===== src/rtl/wrb_pkg.sv =====
package wrb_pkg;

  // (p + inc) reduced into [0, depth); requires p < depth and inc <= depth
  function automatic int unsigned wrap_add(input int unsigned p,
                                           input int unsigned inc,
                                           input int unsigned depth);
    int unsigned s;
    s = p + inc;
    if (s >= depth) s = s - depth;
    return s;
  endfunction

  // forward distance from slot 'from' to slot 'to' on a ring of 'depth'
  function automatic int unsigned ring_dist(input int unsigned from,
                                            input int unsigned to,
                                            input int unsigned depth);
    if (to >= from) return to - from;
    return to + depth - from;
  endfunction

endpackage


===== src/rtl/wrb_slot_track.sv =====
module wrb_slot_track #(
  parameter int DEPTH = 7,
  localparam int PW = (DEPTH > 1) ? $clog2(DEPTH) : 1
) (
  input  logic             clk,
  input  logic             rst_n,
  input  logic             wr_en,
  input  logic [DEPTH-1:0] clr_mask,
  input  logic             flush,
  output logic [DEPTH-1:0] slot_vld,
  output logic [PW-1:0]    wr_ptr
);
  import wrb_pkg::*;

  logic [DEPTH-1:0] set_mask;

  always_comb begin
    set_mask = '0;
    if (wr_en) set_mask = DEPTH'(1) << wr_ptr;
  end

  always_ff @(posedge clk) begin
    if (!rst_n || flush) begin
      slot_vld <= '0;
      wr_ptr   <= '0;
    end else begin
      slot_vld <= (slot_vld & ~clr_mask) | set_mask;
      if (wr_en) wr_ptr <= PW'(wrap_add(32'(wr_ptr), 1, DEPTH));
    end
  end

endmodule


===== src/rtl/wrb_window_ctl.sv =====
module wrb_window_ctl #(
  parameter int DEPTH  = 7,
  parameter int WIN    = 5,
  parameter int STRIDE = 1,
  localparam int PW = (DEPTH > 1) ? $clog2(DEPTH) : 1
) (
  input  logic             clk,
  input  logic             rst_n,
  input  logic [DEPTH-1:0] slot_vld,
  input  logic             last_acc,
  input  logic             win_ready,
  output logic [PW-1:0]    base_ptr,
  output logic [DEPTH-1:0] win_full,
  output logic [DEPTH-1:0] win_grant,
  output logic             win_valid,
  output logic             last_seen,
  output logic [DEPTH-1:0] clr_mask,
  output logic             drain
);
  import wrb_pkg::*;

  logic adv;

  // one fill detector and one grant per possible window start slot
  for (genvar w = 0; w < DEPTH; w++) begin : g_win
    logic [WIN-1:0] member_vld;
    for (genvar j = 0; j < WIN; j++) begin : g_mem
      assign member_vld[j] = slot_vld[(w + j) % DEPTH];
    end
    assign win_full[w]  = &member_vld;
    assign win_grant[w] = win_full[w] && (base_ptr == PW'(w));
  end

  assign win_valid = |win_grant;
  assign adv       = win_valid && win_ready;
  // after the last word no write can complete the current window
  assign drain     = last_seen && !win_valid;

  // free the STRIDE oldest slots once their last window has been taken
  always_comb begin
    for (int s = 0; s < DEPTH; s++) begin
      clr_mask[s] = adv && (ring_dist(32'(base_ptr), s, DEPTH) < STRIDE);
    end
  end

  always_ff @(posedge clk) begin
    if (!rst_n) begin
      base_ptr  <= '0;
      last_seen <= 1'b0;
    end else if (drain) begin
      base_ptr  <= '0;
      last_seen <= 1'b0;
    end else begin
      if (adv)      base_ptr  <= PW'(wrap_add(32'(base_ptr), STRIDE, DEPTH));
      if (last_acc) last_seen <= 1'b1;
    end
  end

endmodule


===== src/rtl/wrb_window_mux.sv =====
module wrb_window_mux #(
  parameter int DATA_W = 16,
  parameter int DEPTH  = 7,
  parameter int WIN    = 5,
  localparam int PW = (DEPTH > 1) ? $clog2(DEPTH) : 1
) (
  input  logic                  clk,
  input  logic                  wr_en,
  input  logic [PW-1:0]         wr_ptr,
  input  logic [DATA_W-1:0]     wr_data,
  input  logic [PW-1:0]         base_ptr,
  output logic [WIN*DATA_W-1:0] win_data
);
  import wrb_pkg::*;

  logic [DATA_W-1:0] store [DEPTH];

  always_ff @(posedge clk) begin
    if (wr_en) store[wr_ptr] <= wr_data;
  end

  // element j comes from the slot j places after the window start
  for (genvar j = 0; j < WIN; j++) begin : g_elem
    logic [PW-1:0] rd_idx;
    assign rd_idx = PW'(wrap_add(32'(base_ptr), j, DEPTH));
    assign win_data[j*DATA_W +: DATA_W] = store[rd_idx];
  end

endmodule


===== src/rtl/win_reuse_buf.sv =====
module win_reuse_buf #(
  parameter int DATA_W = 16,
  parameter int WIN    = 5,
  parameter int STRIDE = 1,
  parameter int DEPTH  = 7
) (
  input  logic                  clk,
  input  logic                  rst_n,
  input  logic                  in_valid,
  input  logic [DATA_W-1:0]     in_data,
  input  logic                  in_last,
  output logic                  in_ready,
  output logic                  win_valid,
  output logic [WIN*DATA_W-1:0] win_data,
  input  logic                  win_ready
);
  localparam int PW = (DEPTH > 1) ? $clog2(DEPTH) : 1;

  logic [DEPTH-1:0] slot_vld;
  logic [DEPTH-1:0] clr_mask;
  logic [DEPTH-1:0] win_full;
  logic [DEPTH-1:0] win_grant;
  logic [PW-1:0]    wr_ptr;
  logic [PW-1:0]    base_ptr;
  logic             last_seen;
  logic             frame_drain;
  logic             wr_fire;

  assign in_ready = !slot_vld[wr_ptr] && !last_seen;
  assign wr_fire  = in_valid && in_ready;

  wrb_slot_track #(.DEPTH(DEPTH)) u_track (
    .clk      (clk),
    .rst_n    (rst_n),
    .wr_en    (wr_fire),
    .clr_mask (clr_mask),
    .flush    (frame_drain),
    .slot_vld (slot_vld),
    .wr_ptr   (wr_ptr)
  );

  wrb_window_ctl #(.DEPTH(DEPTH), .WIN(WIN), .STRIDE(STRIDE)) u_ctl (
    .clk       (clk),
    .rst_n     (rst_n),
    .slot_vld  (slot_vld),
    .last_acc  (wr_fire && in_last),
    .win_ready (win_ready),
    .base_ptr  (base_ptr),
    .win_full  (win_full),
    .win_grant (win_grant),
    .win_valid (win_valid),
    .last_seen (last_seen),
    .clr_mask  (clr_mask),
    .drain     (frame_drain)
  );

  wrb_window_mux #(.DATA_W(DATA_W), .DEPTH(DEPTH), .WIN(WIN)) u_mux (
    .clk      (clk),
    .wr_en    (wr_fire),
    .wr_ptr   (wr_ptr),
    .wr_data  (in_data),
    .base_ptr (base_ptr),
    .win_data (win_data)
  );

endmodule


===== config.mk =====
export PLATFORM = sky130hd
export DESIGN_NAME = win_reuse_buf
export DESIGN_NICKNAME = d
export VERILOG_FILES = /design/src/rtl/wrb_pkg.sv /design/src/rtl/wrb_slot_track.sv /design/src/rtl/wrb_window_ctl.sv /design/src/rtl/wrb_window_mux.sv /design/src/rtl/win_reuse_buf.sv
export SDC_FILE = /design/constraint.sdc
export NUM_CORES = 1
export LEC_CHECK = 0
export ABC_CLOCK_PERIOD_IN_PS = 4390
export CAP_MARGIN = 0
export CORE_AREA = 2 2 126 141
export DETAILED_ROUTE_END_ITERATION = 8
export DIE_AREA = 0 0 128 143
export PLACE_DENSITY = 0.8
export REMOVE_ABC_BUFFERS = 1
export SLEW_MARGIN = 20
export SYNTH_ARGS = -nofsm -noshare
export SYNTH_HDL_FRONTEND = slang
export SYNTH_SLANG_ARGS = --single-unit

===== constraint.sdc =====
create_clock -name clk -period 4.39 [get_ports clk]
set_input_delay 0.878 -clock clk [delete_from_list [all_inputs] [get_ports clk]]
set_output_delay 0.878 -clock clk [all_outputs]
set_load 0.01 [all_outputs]

==> summary.txt <==
Pwr
  – Overall power: roughly 3.4 mW
  – Static Leak: 4.80 nW
  – Max IR drop VDD: around 230 uV
  – Power per cell area: between 200 and 300 nW/um^2

Setup path
  – CP Class: flip-flop to output pin
  – Critical R2R Capture: u_ctl.base_ptr[2]$_SDFFE_PP0P_
  – CP endpoint kind: output pin
  – Startpoint types: flip-flop
  – Critical-path maximum fanout: 23
  – Worst r2r src: u_ctl.base_ptr[2]$_SDFFE_PP0P_
  – Arrival time worst endpoint: roughly 3.5 ns
  – FF-to-FF path depth: 10
  – Worst EP required: ~3.5 ns
  – Setup slack, reg-to-reg: between 1.5 and 2 ns

STA
  – Clk_skew: about 0.0091 ns
  – Tmin final: around 4.4 ns
  – Final worst slack: 0.0231 ns
  – Final setup viols: 0
  – Endpoints failing hold: 0
  – Slew @ Worst Pin: approximately 0.74 ns
  – Normalized max-slew margin: 0.507
  – Fmax: about 230 MHz
  – Final Max Slew Viols: 0
  – Crit share post-route: 0.995

Yosys
  – Synth Instances: 886
  – Top_reg_cell synth: edfxtp_1
  – Cell with the most instances after synthesis: nand2_1
  – FFs w/ async S/R, synth: 0
  – Area contributors post-synth: edfxtp_1, mux4_2, nand2_1
  – EDFF count, synth: ~110
  – Cell Area, Synth: 9620 um^2
  – Unique masters post-synth: between 50 and 60
  – Sequential cell area fraction in the yosys report: 0.379
  – Top-area cell type share of the netlist area: 0.350
  – YS warnings: 0
  – Mean post-synth cell area: ~11 um^2
  – Synth top cells by count: nand2_1, edfxtp_1, mux4_2
  – #FFs+latches synth: 126
  – Largest area contributor in the netlist: edfxtp_1

Global routing
  – Vias in the first global route: ~8,400
  – GR Overflow Total: 0
  – GR Util All Layers: 0.326
  – Largest net degree at the start of global routing: 37
  – Antenna violations before repair: 1
  – First-pass GRT wire length: roughly 45,000 um

Floorplan
  – Die X: 128 um
  – Die height: between 100 and 150 um
  – Die area: roughly 18,000 um^2
  – Row count: 50
  – Core box area: roughly 17,000 um^2
  – Starting density of the core: 0.574
  – IO Pins: about 100

CTS
  – H-tree levels: 4
  – CTS Sinks: 126
  – Clock slew at reported path FFs: 0.06 ns
  – Hold_buf cts: 0
  – Inserted Clock Buffers: 17
  – CTS tree: yes
  – Clk Latency, worst-skew pair: between 0.4 and 0.5 ns
  – Root Buffer: clkbuf_16
  – Max Root-Sink Buffers: 2

Detailed routing
  – DR DRC count: 0
  – Antenna viol nets, final: 0
  – DR pass1 iterations: 7
  – Drt via density: between 7 and 8
  – Total wire length: ~31,000 um
  – Vias: about 8,700
  – DR iter-0 viols: approximately 1,200
  – WL/cell: between 20 and 30 um

Hold path
  – Hold/Removal Path Class: flip-flop to flip-flop
  – Critical hold path startpoint: u_track.slot_vld[1]$_SDFF_PP0_
  – Worst Hold End: u_track.slot_vld[1]$_SDFF_PP0_
  – Hold depth: 2

Run status
  – Status: complete, no violations

Placed design
  – Port Buffer Count: 102
  – HPWL Detailed: approximately 19,000 um
  – Worst slack, placed: roughly 0.24 ns
  – GP Congestion: about 0.9

Final layout
  – Area growth syn-to-layout: 26.2%
  – Multi-input gate area: about 5700 um^2
  – Layout fillers: 1,105
  – Layout cell share with drive strength beyond 1: 0.246
  – Final #Nets: about 1,100
  – Sequential Area: ~3600 um^2
  – Final Core Density: 0.724
  – N_diodes: 0

Run
  – Max Cap Violations: 0
[cell families (layout without fill, tap and decap cells)]
logic type,count (synthesis),count (layout),synth area share
and+or+nand+nor,291,291,0.130
AOI/OAI and AO/OA,176,176,0.122
muxes,171,171,0.269
DFF,126,126,0.379
buffers and inverters,83,217,0.0460
adders and majority gates,32,32,0.0424
xor gates and xnor gates,7,7,0.0107
[flip-flops by register name, indices dropped and copies added (netlist names)]
signal	cells
u_ctl.base_ptr	3
u_ctl.last_seen	1
u_mux.store	112
u_track.slot_vld	7
u_track.wr_ptr	3
[cell type report]
type                       instances  area share
sequential                       126       0.300
inverter                          13     0.00454
clock inverter                    15      0.0139
clock buffer                      17      0.0350
timing repair buffer             172       0.154
multi-input combinational        677       0.471
tap                              208      0.0214
[worst max path at each step]
| stage | from | to | slack, ns | cells past startpoint |
|---|---|---|---|---|
| final | u_ctl.base_ptr[2]$_SDFFE_PP0P_ | win_data[72] | 0.02 | 9 |
| after global routing | u_ctl.base_ptr[2]$_SDFFE_PP0P_ | win_data[67] | -0.07 | 9 |
| after CTS | u_ctl.base_ptr[0]$_SDFFE_PP0P_ | win_data[5] | 0.004 | 9 |
| after detailed placement | u_ctl.base_ptr[0]$_SDFFE_PP0P_ | win_data[31] | 0.24 | 10 |
| after global placement | u_ctl.base_ptr[0]$_SDFFE_PP0P_ | win_data[20] | 0.35 | 9 |
| after floorplan | u_ctl.base_ptr[0]$_SDFFE_PP0P_ | win_data[15] | -1.41 | 6 |
[cell usage in the layout (no fill, tap or decap), types with 5 or more instances in the layout]
cell and instances:
nor3_1 6, nand2_1 154, mux2_2 41, clkbuf_16 20, edfxtp_1 112, buf_12 15
a31o_2 12, mux4_2 64, a31oi_1 5, nor2_1 60, mux2_1 7, a211oi_1 20
a21o_1 18, o21ai_1 8, nand3_1 39, a311oi_1 16, buf_4 43, clkinvlp_4 5
inv_1 9, o21ai_0 45, dfxtp_1 13, ha_1 26, clkdlybuf4s50_1 101, mux2i_1 54
a21oi_1 28, buf_6 5, nand4_1 7, and3_1 7
[metrics by stage]
stage / TNS (ns) / std cells / hold WS [ns] / instance area [um^2]
floorplan: -52.59 / 816 / 0.480 / 9230
global placement: 0 / 1173 / 0.503 / 11100
detailed placement: 0 / 1173 / 0.514 / 11100
CTS: 0 / 1214 / 0.527 / 11900
global route: -0.465 / 1228 / 0.553 / 12100
finish: 0 / 1228 / 0.525 / 12100
[power by group]
group / switching (mW) / internal, mW
Sequential: 0.0871 / 1.39
Combinational: 0.215 / 0.244
Clock: 0.549 / 0.889
Total: 0.850 / 2.52
[timing repair]
item	CTS	global route
cloned	2	3
pin swaps	1	3
gates resized for setup	11	19
setup endpoints to repair	52	72
setup buffers	7	11
[worst max-delay path, cell delays in order, from the launching register on]
cell             delay, ns
dfxtp_1               0.47
clkinvlp_4            0.29
buf_4                 0.21
ha_1                  0.29
xor2_4                0.21
buf_12                0.25
mux4_2                0.54
nand2_1               0.09
o21ai_0               0.17
clkdlybuf4s50_1       0.53
[layer usage]
layer	wire (um)	share of wire	track usage
met5	13	0.00042	0
met4	1410	0.046	0.160
met3	3400	0.11	0.0678
met2	15200	0.49	0.540
met1	10900	0.35	0.408
Power figures use the tool's default switching activity.
